[src/rtl/pwr_seq_pkg.sv]
package pwr_seq_pkg;

    typedef enum logic [2:0] {
        DS_ON      = 3'd0,
        DS_ISO     = 3'd1,
        DS_SAVE    = 3'd2,
        DS_OFF     = 3'd3,
        DS_SETTLE  = 3'd4,
        DS_RESTORE = 3'd5
    } dom_state_e;

    typedef enum logic {
        TS_IDLE = 1'b0,
        TS_RUN  = 1'b1
    } top_state_e;

    localparam logic [1:0] MODE_OFF     = 2'b00;
    localparam logic [1:0] MODE_PARTIAL = 2'b01;
    localparam logic [1:0] MODE_ILLEGAL = 2'b10;
    localparam logic [1:0] MODE_FULL    = 2'b11;

    localparam int NDOM = 2;
    localparam int MST  = 0;
    localparam int SLV  = 1;

endpackage

[src/rtl/pwr_dom_seq.sv]
module pwr_dom_seq
    import pwr_seq_pkg::*;
#(
    parameter int CNT_W = 8
) (
    input  logic             clk,
    input  logic             rst_n,
    input  logic             cmd_dn,
    input  logic             cmd_up,
    input  logic [CNT_W-1:0] settle,
    output logic             pwr_en,
    output logic             save,
    output logic             restore_n,
    output logic             iso,
    output logic             is_on,
    output logic             is_off
);

    typedef struct packed {
        dom_state_e       st;
        logic [CNT_W-1:0] cnt;
    } dom_regs_t;

    dom_regs_t r_q, r_d;

    always_comb begin
        r_d = r_q;
        unique case (r_q.st)
            DS_ON:      if (cmd_dn) r_d.st = DS_ISO;
            DS_ISO:     r_d.st = DS_SAVE;
            DS_SAVE:    r_d.st = DS_OFF;
            DS_OFF: begin
                if (cmd_up) begin
                    r_d.st  = DS_SETTLE;
                    r_d.cnt = settle;
                end
            end
            DS_SETTLE: begin
                if (r_q.cnt == '0) r_d.st = DS_RESTORE;
                else               r_d.cnt = r_q.cnt - 1'b1;
            end
            DS_RESTORE: r_d.st = DS_ON;
            default:    r_d.st = DS_OFF;
        endcase
    end

    always_ff @(posedge clk or negedge rst_n) begin
        if (!rst_n) begin
            r_q.st  <= DS_OFF;
            r_q.cnt <= '0;
        end else begin
            r_q <= r_d;
        end
    end

    always_comb begin
        pwr_en    = (r_q.st != DS_OFF);
        restore_n = (r_q.st == DS_ON) || (r_q.st == DS_ISO) ||
                    (r_q.st == DS_SAVE) || (r_q.st == DS_RESTORE);
        save      = (r_q.st == DS_SAVE) || (r_q.st == DS_OFF) ||
                    (r_q.st == DS_SETTLE);
        iso       = (r_q.st != DS_ON);
        is_on     = (r_q.st == DS_ON);
        is_off    = (r_q.st == DS_OFF);
    end

endmodule

[src/rtl/pwr_mode_seq.sv]
module pwr_mode_seq
    import pwr_seq_pkg::*;
#(
    parameter int CNT_W = 8
) (
    input  logic             clk,
    input  logic             rst_n,
    input  logic             req_valid,
    input  logic [1:0]       mode_req,
    input  logic             xfer_rd,
    input  logic [CNT_W-1:0] settle_cycles,
    output logic             busy,
    output logic             req_err,
    output logic             mst_pwr_en,
    output logic             mst_save,
    output logic             mst_restore_n,
    output logic             mst_iso,
    output logic             slv_pwr_en,
    output logic             slv_save,
    output logic             slv_restore_n,
    output logic             slv_iso
);

    typedef struct packed {
        top_state_e st;
        logic       pend_v;
        logic       pend_m;
        logic       pend_s;
        logic       tgt_m;
        logic       tgt_s;
        logic       err;
    } top_regs_t;

    top_regs_t r_q, r_d;

    logic [NDOM-1:0] cmd_dn, cmd_up;
    logic [NDOM-1:0] d_pwr, d_save, d_rst_n, d_iso, d_on, d_off;

    generate
        for (genvar g = 0; g < NDOM; g++) begin : g_dom
            pwr_dom_seq #(.CNT_W(CNT_W)) u_dom (
                .clk       (clk),
                .rst_n     (rst_n),
                .cmd_dn    (cmd_dn[g]),
                .cmd_up    (cmd_up[g]),
                .settle    (settle_cycles),
                .pwr_en    (d_pwr[g]),
                .save      (d_save[g]),
                .restore_n (d_rst_n[g]),
                .iso       (d_iso[g]),
                .is_on     (d_on[g]),
                .is_off    (d_off[g])
            );
        end
    endgenerate

    logic req_ok, req_bad, all_stable;

    always_comb begin
        req_bad    = req_valid && (mode_req == MODE_ILLEGAL);
        req_ok     = req_valid && (mode_req != MODE_ILLEGAL);
        all_stable = &(d_on | d_off);
        cmd_dn     = '0;
        cmd_up     = '0;
        r_d        = r_q;
        r_d.err    = req_bad;

        // pending slot: newest legal request wins
        if (req_ok) begin
            r_d.pend_v = 1'b1;
            r_d.pend_m = mode_req[0];
            r_d.pend_s = mode_req[1] & mode_req[0] & xfer_rd;
        end else if ((r_q.st == TS_IDLE) && r_q.pend_v) begin
            r_d.pend_v = 1'b0;
        end

        unique case (r_q.st)
            TS_IDLE: begin
                if (r_q.pend_v) begin
                    r_d.st    = TS_RUN;
                    r_d.tgt_m = r_q.pend_m;
                    r_d.tgt_s = r_q.pend_s;
                end
            end
            TS_RUN: begin
                if (all_stable) begin
                    if (d_on[SLV] && !r_q.tgt_s)      cmd_dn[SLV] = 1'b1;
                    else if (d_on[MST] && !r_q.tgt_m) cmd_dn[MST] = 1'b1;
                    else if (d_off[MST] && r_q.tgt_m) cmd_up[MST] = 1'b1;
                    else if (d_off[SLV] && r_q.tgt_s) cmd_up[SLV] = 1'b1;
                    else                              r_d.st = TS_IDLE;
                end
            end
            default: r_d.st = TS_IDLE;
        endcase
    end

    always_ff @(posedge clk or negedge rst_n) begin
        if (!rst_n) begin
            r_q.st     <= TS_IDLE;
            r_q.pend_v <= 1'b0;
            r_q.pend_m <= 1'b0;
            r_q.pend_s <= 1'b0;
            r_q.tgt_m  <= 1'b0;
            r_q.tgt_s  <= 1'b0;
            r_q.err    <= 1'b0;
        end else begin
            r_q <= r_d;
        end
    end

    assign busy          = (r_q.st == TS_RUN) || r_q.pend_v;
    assign req_err       = r_q.err;
    assign mst_pwr_en    = d_pwr[MST];
    assign mst_save      = d_save[MST];
    assign mst_restore_n = d_rst_n[MST];
    assign mst_iso       = d_iso[MST];
    assign slv_pwr_en    = d_pwr[SLV];
    assign slv_save      = d_save[SLV];
    assign slv_restore_n = d_rst_n[SLV];
    assign slv_iso       = d_iso[SLV];

endmodule

[config.mk]
export PLATFORM = sky130hd
export DESIGN_NAME = pwr_mode_seq
export DESIGN_NICKNAME = d
export VERILOG_FILES = /design/src/rtl/pwr_seq_pkg.sv /design/src/rtl/pwr_dom_seq.sv /design/src/rtl/pwr_mode_seq.sv
export SDC_FILE = /design/constraint.sdc
export NUM_CORES = 1
export LEC_CHECK = 0
export BUFFER_PORTS_ARGS = -buffer_cell sky130_fd_sc_hd__buf_2
export CAP_MARGIN = 20
export CORE_MARGIN = 2
export CORE_UTILIZATION = 50
export DETAILED_ROUTE_END_ITERATION = 12
export PLACE_DENSITY = 0.72
export SLEW_MARGIN = 10
export SYNTH_ARGS = -nofsm -noshare
export SYNTH_HDL_FRONTEND = slang
export SYNTH_SLANG_ARGS = --single-unit
export TNS_END_PERCENT = 20
[constraint.sdc]
create_clock -name clk -period 2.7 [get_ports clk]
set_clock_uncertainty 0.15 [all_clocks]
set_input_delay 0.405 -clock clk [delete_from_list [all_inputs] [get_ports clk]]
set_output_delay 0.405 -clock clk [all_outputs]
set_load 0.01 [all_outputs]
# After elaboration in Yosys (flattened, before gate mapping)
# Index checks and enable logic that the tools add are counted.
totals:
  mem_count: 0
  ramBits: 0
  input_bits: 14
  elab_cells: 106
  ff_bits: 29
  rom_bits: 0
  latch_bits: 0
classes:
  n_eq_ne: 22
  add_sub_neg: 2
  n_shift: 0
  mux: 32
  n_div: 0
  order_cmp: 0
  reduce_logical: 35
  bitwise_logic: 4
  mul: 0
op_table:
  columns: ["op", "n"]
  rows:
  - ["$pmux 8 s2", 2]
  - ["$pmux 3 s5", 2]
  - ["$mux 11", 2]
  - ["$logic_not 8->1", 2]
  - ["$mux 8", 2]
  - ["$sub 8x1->8 const B", 2]
  - ["$ne 2x2->1 const B", 7]
  - ["$mux 1", 13]
  - ["$eq 3x2->1 const B", 4]
  - ["$eq 3x3->1 const B", 4]
  - ["$mux 2", 6]
  - ["$mux 3", 4]
  - ["$reduce_and 3->1", 4]
  - ["$logic_or 1x1->1", 11]
  - ["$logic_and 1x1->1", 7]
  - ["$eq 3x1->1 const B", 2]
  - ["$logic_not 3->1", 2]
  - ["$ne 3x2->1 const B", 2]
  - ["$reduce_bool 2->1", 3]
  - ["$reduce_bool 3->1", 2]
  - ["$ne 2x1->1 const B", 2]
  - ["$reduce_and 2->1", 2]
  - ["$and 1x1->1", 2]
  - ["$eq 2x2->1 const B", 1]
  - ["other kinds (4)", 5]

# Logic depth before layout (Yosys ltp)
# Gate-level depths: netlist of run 1.
logic_depth:
  word_depth: 10
  depth_mapped: 6

# By module
# From an unflattened synthesis of run 1, not the netlist that was laid out.
unflattened:
  cells_unflattened: 206
  hier_area_um2: 1930.6
modules_own_cells:
  columns: ["mod", "seq_area_each_um2", "area_each_um2", "cells_each", "instances"]
  rows:
  - ["pwr_dom_seq", 277.8, 785.8, 84, 2]
  - ["pwr_mode_seq", 175.2, 359.1, 38, 1]

# Worst setup path before layout of run 1
# No wires, ideal clock.
synth_path:
  path_type: "reg-to-reg"
  from: "register g_dom[0].u_dom.r_q[0] (netlist bit)"
  to: "register g_dom[0].u_dom.r_q[1] (netlist bit)"
  setup_ps: 125
  path_slack_ps: 660
  stages_incl_launch_ff: 7
  arrival_ps: 1765
  synth_period_minus_slack_ps: 2040
  cell_sequence: "dfrtp_1 > inv_1 > ha_1 > or4b_1 > o21a_1 > nor2_2 > mux2_4"
synth_between:
  elab_chain_len: 3
synth_lines:
  columns: ["element", "line_no", "text"]
  rows:
  - ["start: declaration", "pwr_dom_seq.sv:24", "dom_regs_t r_q, r_d;"]
  - ["start signal: assignment", "pwr_dom_seq.sv:52", "r_q <= r_d;"]
  - ["$sub 8x1->8 / $logic_not 8->1 (equally long branches)", "pwr_dom_seq.sv:40, pwr_dom_seq.sv:39", null]
  - ["$mux 8 / $ne 2x2->1 (equally long branches)", null, null]
  - ["$pmux 8 s2 / $reduce_and 3->1 (equally long branches)", null, null]
# Several ways; a longest one is shown, not always the timed one. The select of a mux whose other input is x is not followed.
# A chain may end at the register's enable or synchronous reset.

# Worst setup path after layout of run 1
layout_path:
  from: "register g_dom[1].u_dom.r_q[10] (netlist bit)"
  to: "register g_dom[0].u_dom.r_q[1] (netlist bit)"
layout_between:
  elab_chain_len: 7
layout_lines:
  columns: ["element", "line_no", "text"]
  rows:
  - ["start: declaration", "pwr_dom_seq.sv:24", null]
  - ["start signal: assignment", "pwr_dom_seq.sv:52", null]
  - ["$eq 3x2->1 / $logic_not 3->1 (equally long branches)", "pwr_dom_seq.sv:64, pwr_dom_seq.sv:63", null]
  - ["$or 2x2->2 / $logic_and 1x1->1 (equally long branches)", "pwr_mode_seq.sv:62, pwr_mode_seq.sv:87", null]
  - ["$reduce_and 2->1 / $mux 2 (equally long branches)", "pwr_mode_seq.sv:62, pwr_mode_seq.sv:87", null]
  - ["$mux 2 (*)", "pwr_mode_seq.sv:86", "if (all_stable) begin"]
  - ["$mux 2 (*)", "pwr_mode_seq.sv:77", "unique case (r_q.st)"]
  - ["$ne 2x2->1 (no source line) (*)", null, null]
  - ["$reduce_and 3->1 (no source line) (*)", null, null]
# Every way passes the cells marked *; elsewhere a longest branch is shown, timed or not.

==> metrics.md, run 1 <==
| Metric | Value |
|---|---|
| Status | `complete, but fails checks` |
| Failing checks | `negative hold slack` |
| Global-route layer with the greatest usage | `met2` |
| R2R setup slack | `0.50 ns` |
| Initial core utilization | `51.4%` |
| Leak pwr | `0.935 nW` |
| Die X-Extent | `64.9 um` |
| Worst Path Required | `2.71 ns` |
| Vias/cell | `5.95` |
| CTS tree | `built` |
| Total Routing Usage GR | `20.3%` |
| Largest area contributor in the netlist | `dfrtp_1` |
| Post-synth top cells | `25 x dfrtp_1, 16 x inv_1, 13 x o21ai_0` |
| CP top delay family | `simple AND/OR/NAND/NOR gates` |
| Setup Crit Path Kind | `register to register` |
| GRT overflow | `0` |
| Syn Nets | `215` |
| CP endpoint kind | `register` |
| Power per cell area | `1010 nW/um^2` |
| Cells taking the most area after synthesis | `dfrtp_1 34%, dfstp_2 5.7%, a211oi_1 4.5%, o21ai_0 3.5%, inv_1 3.2%` |
| Register clock-pin slew on the reported worst setup and hold paths | `0.07 ns` |
| Site Rows | `22` |
| Cells after Synth | `197` |
| Asr flop ratio synth | `100%` |
| Placed cell count | `261` |
| Vias in the first global route | `1,406` |
| Synth Register Bits | `29` |
| Min Tclk post-route | `2.20 ns` |
| DRT antenna net count | `0` |
| Routing usage on met3 | `5.90%` |
| Fmax | `0.454 GHz` |
| Hold Violations, Final | `22` |
| Hold Crit Class | `input pin to asynchronous set/reset pin` |
| Sequential area share after synthesis | `39.4%` |
| CP Launch Type | `register` |
| Met1 usage | `26.4%` |
| Slew headroom | `57.9%` |
| Synthesized cell area | `1850 um^2` |
| EDFF count, synth | `0` |
| M2 GR Usage | `31.7%` |
| Drt pass-1 iters | `4` |
| CTS resizes | `0` |
| Worst-Skew Late Latency | `0.29 ns` |
| Die height | `64.9 um` |
| Fillers | `342` |
| Syn avg cell area | `9.41 um^2` |
| CP Buf/Inv Count | `0` |
| Gpl congestion | `0.807` |
| Max-cap violations | `0` |
| Finish-stage setup viols | `0` |
| Distinct cell type count after synthesis | `64` |
| Area grow syn2layout | `11.2%` |
| Global-route wire length before repair | `6.51 mm` |
| DR DRC count | `0` |
| Largest net degree at the start of global routing | `30` |
| Clock sinks | `29` |
| Core region area | `3610 um^2` |
| Share of cells above drive strength 1 | `24.4%` |
| I/O pin cnt | `24` |
| Worst-path maximum fanout | `11` |
| Vias | `1,601` |
| DPL Wire Length | `2.85 mm` |
| Tcrit/Tclk final | `81.5%` |
| RSZ-0062 raised after global routing | `no` |
| Die ar. | `4210 um^2` |
| H-tree levels | `2` |
| Antenna violations before repair | `0` |
| Final wirelength | `3.89 mm` |
| Fin nets | `238` |
| Synth top area share | `33.7%` |
| Yosys warning count | `0` |
| Wire length per cell | `14.5 um` |
| Most used DFF post-synth | `dfrtp_1` |
| Clock buffer count from CTS | `5` |
| CP max stage delay | `0.52 ns` |
| Finished Layout Cells | `269` |
| Maximum clock path buffer count | `2` |
| CTS root buf | `clkbuf_8` |
| Peak VDD IR | `0.409 mV` |
| Setup Total Neg Slack | `0 ns` |
| Worst-Margin Slew | `0.631 ns` |
| Pins over their slew limit | `0` |
| 1st-iter DRT viols | `138` |
| WHS | `-0.0207 ns` |
| Buffers on Ports | `23` |
| Setup Fix Bufs, Post-CTS | `0` |
| Critical Path AT | `2.21 ns` |
| Number of inserted diodes | `0` |
| Worst path slowest cell | `or3b_1` |
| Crit-path cells | `or3b_1 -> a211oi_4 -> nor2_2 -> mux2_4` |
| Hold Buf Count CTS | `0` |
| Most common cell in the netlist | `dfrtp_1` |
-- layout make-up --
type	count	area [um^2]	area share, %
Clock buffer	6	72.6	3.52
Clock inverter	2	10.0	0.485
Inverter	16	60.1	2.91
Multi-Input combinational cell	142	991	48.1
Sequential cell	29	731	35.4
Tap cell	48	60.1	2.91
Timing Repair Buffer	26	138	6.67
-- power breakdown --
group	leakage (nW)	switching, mW	internal (mW)
Sequential	0.350	0.217	0.623
Clock	0.0450	0.170	0.178
Combinational	0.540	0.471	0.434
Total	0.935	0.857	1.24
-- registers in the layout (all words and copies together) (netlist names) --
name / flops
g_dom.u_dom.r_q: 22
r_q: 6
req_err: 1
-- layout by cell type (no fill, tap or decap), drive strengths merged, types with 3 or more instances in the layout --
cell type | Yosys | layout
dfstp | 4 | 4
dfrtp | 25 | 25
inv | 16 | 16
a31oi | 3 | 3
o22ai | 6 | 6
buf | 4 | 26
nand3 | 5 | 5
nor3 | 8 | 8
o21ai | 13 | 13
or3b | 5 | 5
ha | 4 | 4
clkbuf | 6 | 6
a21oi | 9 | 9
mux2 | 4 | 4
nor3b | 5 | 5
or3 | 4 | 4
nor2 | 9 | 9
nand2 | 10 | 10
a211oi | 12 | 12
o41ai | 3 | 3
and3 | 4 | 4
-- per-stage QoR --
step                cell area (um^2)  utilization, %  setup WS, ns  total power [mW]
floorplan                       1850               -         0.660              1.51
global placement                1980            54.9         0.547              1.74
detailed placement              1980            54.9         0.509              1.75
CTS                             2060            57.2         0.489              2.11
global route                    2060            57.2         0.368              2.26
finish                          2060            57.2         0.500              2.09
-- logic make-up (layout without fill, tap and decap cells) --
group | count (synthesis) | count (layout) | synth area share, %
XOR/XNOR | 2 | 2 | 0.945
AND/OR/NAND/NOR | 66 | 66 | 21.6
adder cells (fa/ha/maj) | 4 | 4 | 2.70
multiplexers | 6 | 6 | 3.71
buffers and inverters | 26 | 50 | 7.15
flip-flops | 29 | 29 | 39.4
AO/OA/AOI/OAI | 64 | 64 | 24.5
-- routing by layer --
metal / part of all wire (%) / routed length (um)
met5: 0 / 0
met4: 1.4 / 54
met3: 4.0 / 154
met2: 48 / 1850
met1: 47 / 1830
-- path summary, 6_finish.rpt --
kind,startpoint,end,depth (start not counted)
worst max-delay path,g_dom[1].u_dom.r_q[10],g_dom[0].u_dom.r_q[1],4
worst min-delay path,rst_n,g_dom[1].u_dom.r_q[10],1
worst max register to register,g_dom[1].u_dom.r_q[10],g_dom[0].u_dom.r_q[1],4
worst min register to register,r_q[3],r_q[1],1
max in group asynchronous,rst_n,g_dom[0].u_dom.r_q[7],1
min in group clk,mode_req[0],r_q[4],3
Power figures use the tool's default switching activity.
==> inputs of run 2 (changes only) <==
Clock period 2.7 ns to 2.1 ns, I/O delays scaled along.
==> run 2 against run 1 <==
Effect of this change: sequential share of layout area is 3.5 points lower; sequential cell count unchanged; the run now ends clean; hold slack better by 0.13 ns; first-iteration DRC count increased by 26%; die area unchanged; via count rose by 7.4%; clock-buffer cell count stayed put; fmax grew 5.7%; critical path depth grew 2; largest power group unchanged.
==> metrics.md, run 2 (same netlist as run 1, synthesis figures left out) <==
| Metric | Value |
|---|---|
| CTS tree | `built` |
| Buffers on Ports | `23` |
| Die X-Extent | `64.9 um` |
| Clock buffer count from CTS | `5` |
| Hold Violations, Final | `0` |
| Status | `complete, no violations` |
| Clock sinks | `29` |
| CP endpoint kind | `register` |
| Worst-Skew Late Latency | `0.29 ns` |
| Drt pass-1 iters | `4` |
| Finish-stage setup viols | `0` |
| Setup Total Neg Slack | `0 ns` |
| DPL Wire Length | `3.22 mm` |
| Commonest non-fill, non-tap cells in the layout | `25 x dfrtp_1, 25 x buf_4, 23 x buf_2` |
| Fmax | `0.480 GHz` |
| 1st-iter DRT viols | `174` |
| Fin util | `63.5%` |
| GRT overflow | `0` |
| Total Routing Usage GR | `23.8%` |
| Core region area | `3610 um^2` |
| CP Launch Type | `register` |
| Leak pwr | `1.05 nW` |
| Gpl congestion | `0.836` |
| Initial core utilization | `51.4%` |
| Area grow syn2layout | `23.4%` |
| Setup Crit Path Kind | `register to register` |
| Site Rows | `22` |
| Global-route wire length before repair | `7.65 mm` |
| Number of inserted diodes | `0` |
| Place WS | `0.0139 ns` |
| Fin nets | `263` |
| DR DRC count | `0` |
| Worst-path maximum fanout | `5` |
| Vias | `1,719` |
| Largest reg by FF count | `g_dom.u_dom.r_q` |
| Die height | `64.9 um` |
| Antenna violations before repair | `0` |
| Slew headroom | `55.2%` |
| Vias in the first global route | `1,587` |
| Wire length per cell | `15.7 um` |
| Final Worst Setup Slack | `0.0179 ns` |
| Pins over their slew limit | `0` |
| H-tree levels | `2` |
| Worst Path Required | `2.12 ns` |
| Peak VDD IR | `0.643 mV` |
| Hold Crit Class | `input pin to register` |
| Tcrit/Tclk final | `99.1%` |
| Max reg flops | `22` |
| Maximum clock path buffer count | `2` |
| Final wirelength | `4.61 mm` |
| Die ar. | `4210 um^2` |
| Register clock-pin slew on the reported worst setup and hold paths | `0.06 ns` |
| Max-cap violations | `0` |
| Critical Path AT | `2.10 ns` |
| Power per cell area | `1320 nW/um^2` |
| CTS root buf | `clkbuf_8` |
| I/O pin cnt | `24` |
| Min Tclk post-route | `2.08 ns` |
| Worst-Margin Slew | `0.673 ns` |
| Vias/cell | `5.85` |
| DRT antenna net count | `0` |
| Largest net degree at the start of global routing | `30` |
| Share of cells above drive strength 1 | `34.6%` |
-- run 2: stage by stage --
| step | std cells | power [mW] | cell area (um^2) | hold slack, ns |
|---|---|---|---|---|
| floorplan | 197 | 1.94 | 1850 | -0.131 |
| global placement | 279 | 2.41 | 2110 | 0.239 |
| detailed placement | 279 | 2.44 | 2110 | 0.239 |
| CTS | 288 | 2.93 | 2220 | 0.109 |
| global route | 294 | 3.27 | 2290 | 0.140 |
| finish | 294 | 3.03 | 2290 | 0.113 |
-- run 2: power breakdown --
group	total, mW	switching [mW]	internal (mW)	leakage [nW]
combinational	1.52	0.739	0.777	0.655
clock	0.455	0.226	0.229	0.0450
sequential	1.06	0.257	0.801	0.350
-- run 2: timing repair --
item / 4_1_cts / 5_1_grt
resized for setup: 4 / 8
pin swaps: 0 / 1
setup endpoints to repair: 2 / 6
hold buffers: 1 / 0
buffers inserted: 0 / 6
endpoints found under the hold margin: 25 / 0
-- run 2: area by class of cell --
class	instances	area, um^2
multi-input combinational	142	1020
sequential	29	731
clock inverter	2	10.0
tap	48	60.1
fill	312	1320
inverter	16	60.1
clock buffer	6	72.6
timing repair buffer	51	335
-- run 2: metal layers --
metal | vias to the layer above | part of all wire (%) | GRT usage, %
met3 | 10 | 5.0 | 5.03
met2 | 46 | 49 | 37.8
met1 | 828 | 44 | 31.6
met4 | 0 | 2.2 | 9.57
li1 | 835 | - | -
met5 | - | 0 | 0
-- run 2: worst max-delay path, cell delays in order (launching register included) --
cell and delay (ns):
dfrtp_1 0.41, inv_2 0.09, ha_4 0.13, or4b_4 0.48, o21a_4 0.26, o211a_1 0.20, a311o_1 0.26
-- run 2: worst paths after layout --
check                                 startpoint  depth (start not counted)                endpoint  slack (ns)
min                                  mode_req[0]                          3                  r_q[4]        0.11
max in group asynchronous                  rst_n                          2                  r_q[3]        0.91
min in group asynchronous                  rst_n                          2  g_dom[1].u_dom.r_q[10]        0.45
max                        g_dom[0].u_dom.r_q[1]                          6   g_dom[0].u_dom.r_q[0]        0.02
max reg2reg                g_dom[0].u_dom.r_q[1]                          6   g_dom[0].u_dom.r_q[0]        0.02
min reg2reg                               r_q[4]                          2                  r_q[4]        0.34
==> inputs of run 3 (changes only) <==
Settings changed: ABC_AREA set to 1, PLACE_DENSITY 0.72 to 0.71.
==> run 3 against run 2 <==
Effect of this change: core utilization is 4.3 points lower; sequential power hardly changed; combinational power is 14% higher; first-iteration DRC count is 30% lower; die area is 2.5% higher; hold slack worse by 0.033 ns; via count is 4.3% higher.
==> metrics.md, run 3 <==
| Metric | Value |
|---|---|
| Status | `complete, no violations` |
| Synth Register Bits | `29` |
| Power per cell area | `1510 nW/um^2` |
| Clock sinks | `29` |
| EDFF count, synth | `0` |
| Most used DFF post-synth | `dfrtp_1` |
| Synthesized cell area | `1900 um^2` |
| Leak pwr | `1.18 nW` |
| Crit-path cells | `nor2_2 -> nand2_2 -> buf_4 -> o21ai_0 -> buf_2` |
| Hold Crit Class | `input pin to register` |
| Max-cap violations | `0` |
| Sw Pwr | `1.57 mW` |
| Gpl congestion | `0.884` |
| Setup Total Neg Slack | `0 ns` |
| Worst-Margin Slew | `0.669 ns` |
| CTS tree | `built` |
| CP endpoint kind | `output port` |
| Share of power burned in registers | `33.3%` |
| Most common cell in the netlist | `nand2_1` |
| Wire length per cell | `11.9 um` |
| Register clock-pin slew on the reported worst setup and hold paths | `0.06 ns` |
| Maximum clock path buffer count | `2` |
| Fin util | `59.2%` |
| Combinational Power Share | `53.2%` |
| Syn Nets | `289` |
| Antenna violations before repair | `0` |
| Worst path slowest cell | `dfstp_2` |
| Yosys warning count | `0` |
| Drt pass-1 iters | `4` |
| Cells after Synth | `271` |
| Distinct cell type count after synthesis | `28` |
| Fmax | `0.537 GHz` |
| Final wirelength | `4.20 mm` |
| CTS resizes | `0` |
| Peak VDD IR | `0.849 mV` |
| Vias in the first global route | `1,794` |
| Die ar. | `4320 um^2` |
| DR DRC count | `0` |
| Crit. path cell count | `5` |
| Synth top area share | `32.9%` |
| Largest net degree at the start of global routing | `30` |
| CP Buf/Inv Count | `2` |
| Area grow syn2layout | `13.7%` |
| Clock Power Share | `13.5%` |
| Site Rows | `22` |
| Total Routing Usage GR | `23.5%` |
| Area of the multi-input gates | `990 um^2` |
| 1st-iter DRT viols | `122` |
| Largest area contributor in the netlist | `dfrtp_1` |
| Min Tclk post-route | `1.86 ns` |
| H-tree levels | `2` |
| Min-Delay Path Depth | `2` |
| Tcrit/Tclk final | `88.7%` |
| DRT antenna net count | `0` |
| Reg area | `731 um^2` |
| Global-route wire length before repair | `7.77 mm` |
| CTS root buf | `clkbuf_8` |
| Max reg flops | `22` |
| CP max stage delay | `0.58 ns` |
| Initial core utilization | `52.0%` |
| Fillers | `344` |
| Cells taking the most area after synthesis | `dfrtp_1 33%, nand2_1 16%, nand3_1 9.5%, inv_1 7.5%, o21ai_0 7.1%` |
| DPL Wire Length | `3.16 mm` |
| GRT overflow | `0` |
| Worst-path maximum fanout | `9` |
| Die height | `65.7 um` |
| Syn avg cell area | `7.03 um^2` |
| Core region area | `3660 um^2` |
| Vias/cell | `5.09` |
| Most common cell after layout, fill and taps aside | `nand2_1` |
| Worst r2r path cells | `7` |
| Commonest non-fill, non-tap cells in the layout | `79 x nand2_1, 38 x inv_1, 36 x nand3_1` |
| Setup Crit Path Kind | `register to output port` |
| Worst-Skew Late Latency | `0.28 ns` |
| CP Launch Type | `register` |
| Clock buffer count from CTS | `5` |
| Share of cells above drive strength 1 | `19.4%` |
| RSZ-0062 raised after global routing | `no` |
| CP top delay family | `flip-flops` |
| Sw Share | `48.3%` |
| Buffers on Ports | `23` |
| Sequential area share after synthesis | `38.4%` |
| Post-synth top cells | `79 x nand2_1, 38 x inv_1, 36 x nand3_1` |
| I/O pin cnt | `24` |
| Slew headroom | `55.4%` |
| Hold Violations, Final | `0` |
| Pins over their slew limit | `0` |
| Die X-Extent | `65.7 um` |
| Pint | `1.69 mW` |
| Largest reg by FF count | `g_dom.u_dom.r_q` |
| Worst Path Required | `1.63 ns` |
| Asr flop ratio synth | `100%` |
| Number of inserted diodes | `0` |
| Fin nets | `321` |
| Critical Path AT | `1.40 ns` |
| Finish-stage setup viols | `0` |
| Vias | `1,793` |
## run 3: changes by cell type after synthesis, sizes merged, moves of 12 or more
| cell | delta |
|---|---|
| nand2 | +81 |
| nand3 | +33 |
| inv | +26 |
| o21ai | +18 |
| a211oi | -12 |
## run 3: stage by stage
| stage | total power [mW] | worst slack [ns] | area, um^2 | std cells | hold WS [ns] |
|---|---|---|---|---|---|
| final | 3.26 | 0.236 | 2170 | 352 | 0.0800 |
| after global routing | 3.66 | 0.121 | 2170 | 352 | 0.0687 |
| after CTS | 3.29 | 0.223 | 2170 | 352 | 0.0696 |
| after floorplan | 2.42 | 0.508 | 1900 | 271 | -0.131 |
| after global placement | 2.80 | 0.370 | 2080 | 343 | 0.231 |
| after detailed placement | 2.83 | 0.320 | 2080 | 343 | 0.243 |
## run 3: cells by family after synthesis
kind of cell / synth area share (%)
buffers and inverters: 9.66
and+or+nand+nor: 35.7
xor gates and xnor gates: 0.920
DFF: 38.4
adders and majority gates: 2.63
AOI/OAI and AO/OA: 12.7
## run 3: final timing paths
check / start / end / slack (ns)
setup / recovery: g_dom[1].u_dom.r_q[8] / slv_save / 0.24
hold / removal: mode_req[0] / req_err / 0.08
setup reg to reg: g_dom[1].u_dom.r_q[8] / g_dom[1].u_dom.r_q[7] / 0.30
hold reg to reg: g_dom[1].u_dom.r_q[1] / g_dom[1].u_dom.r_q[1] / 0.33
max in group asynchronous: rst_n / r_q[3] / 0.90
min in group asynchronous: rst_n / g_dom[0].u_dom.r_q[7] / 0.45
## run 3: final cells by class
cell class	count	area share (%)
clock buffers	8	3.70
inverters	42	7.28
multi-input cells	198	45.7
flip-flops and latches	29	33.7
well taps	48	2.77
repair buffers	27	6.82
## run 3: timing repair
item	CTS	global route
endpoints found under the setup margin	0	0
setup buffers	0	0
hold buffers	1	0
hold endpoints to repair	25	0
## run 3: power groups by stage
stage | Sequential (mW) | Combinational [mW] | Clock [mW]
after floorplan | 1.03 | 1.39 | 0
after global placement | 1.08 | 1.71 | 0
after detailed placement | 1.09 | 1.74 | 0
after CTS | 1.08 | 1.75 | 0.459
after global routing | 1.13 | 2.04 | 0.488
final | 1.08 | 1.74 | 0.441
## run 3: layer usage
metal | track usage, % | part of all wire [%] | vias up
met2 | 36.9 | 46 | 43
li1 | - | - | 930
met4 | 8.07 | 1.2 | 0
met3 | 6.16 | 4.6 | 6
met5 | 0 | 0 | -
met1 | 31.2 | 48 | 814
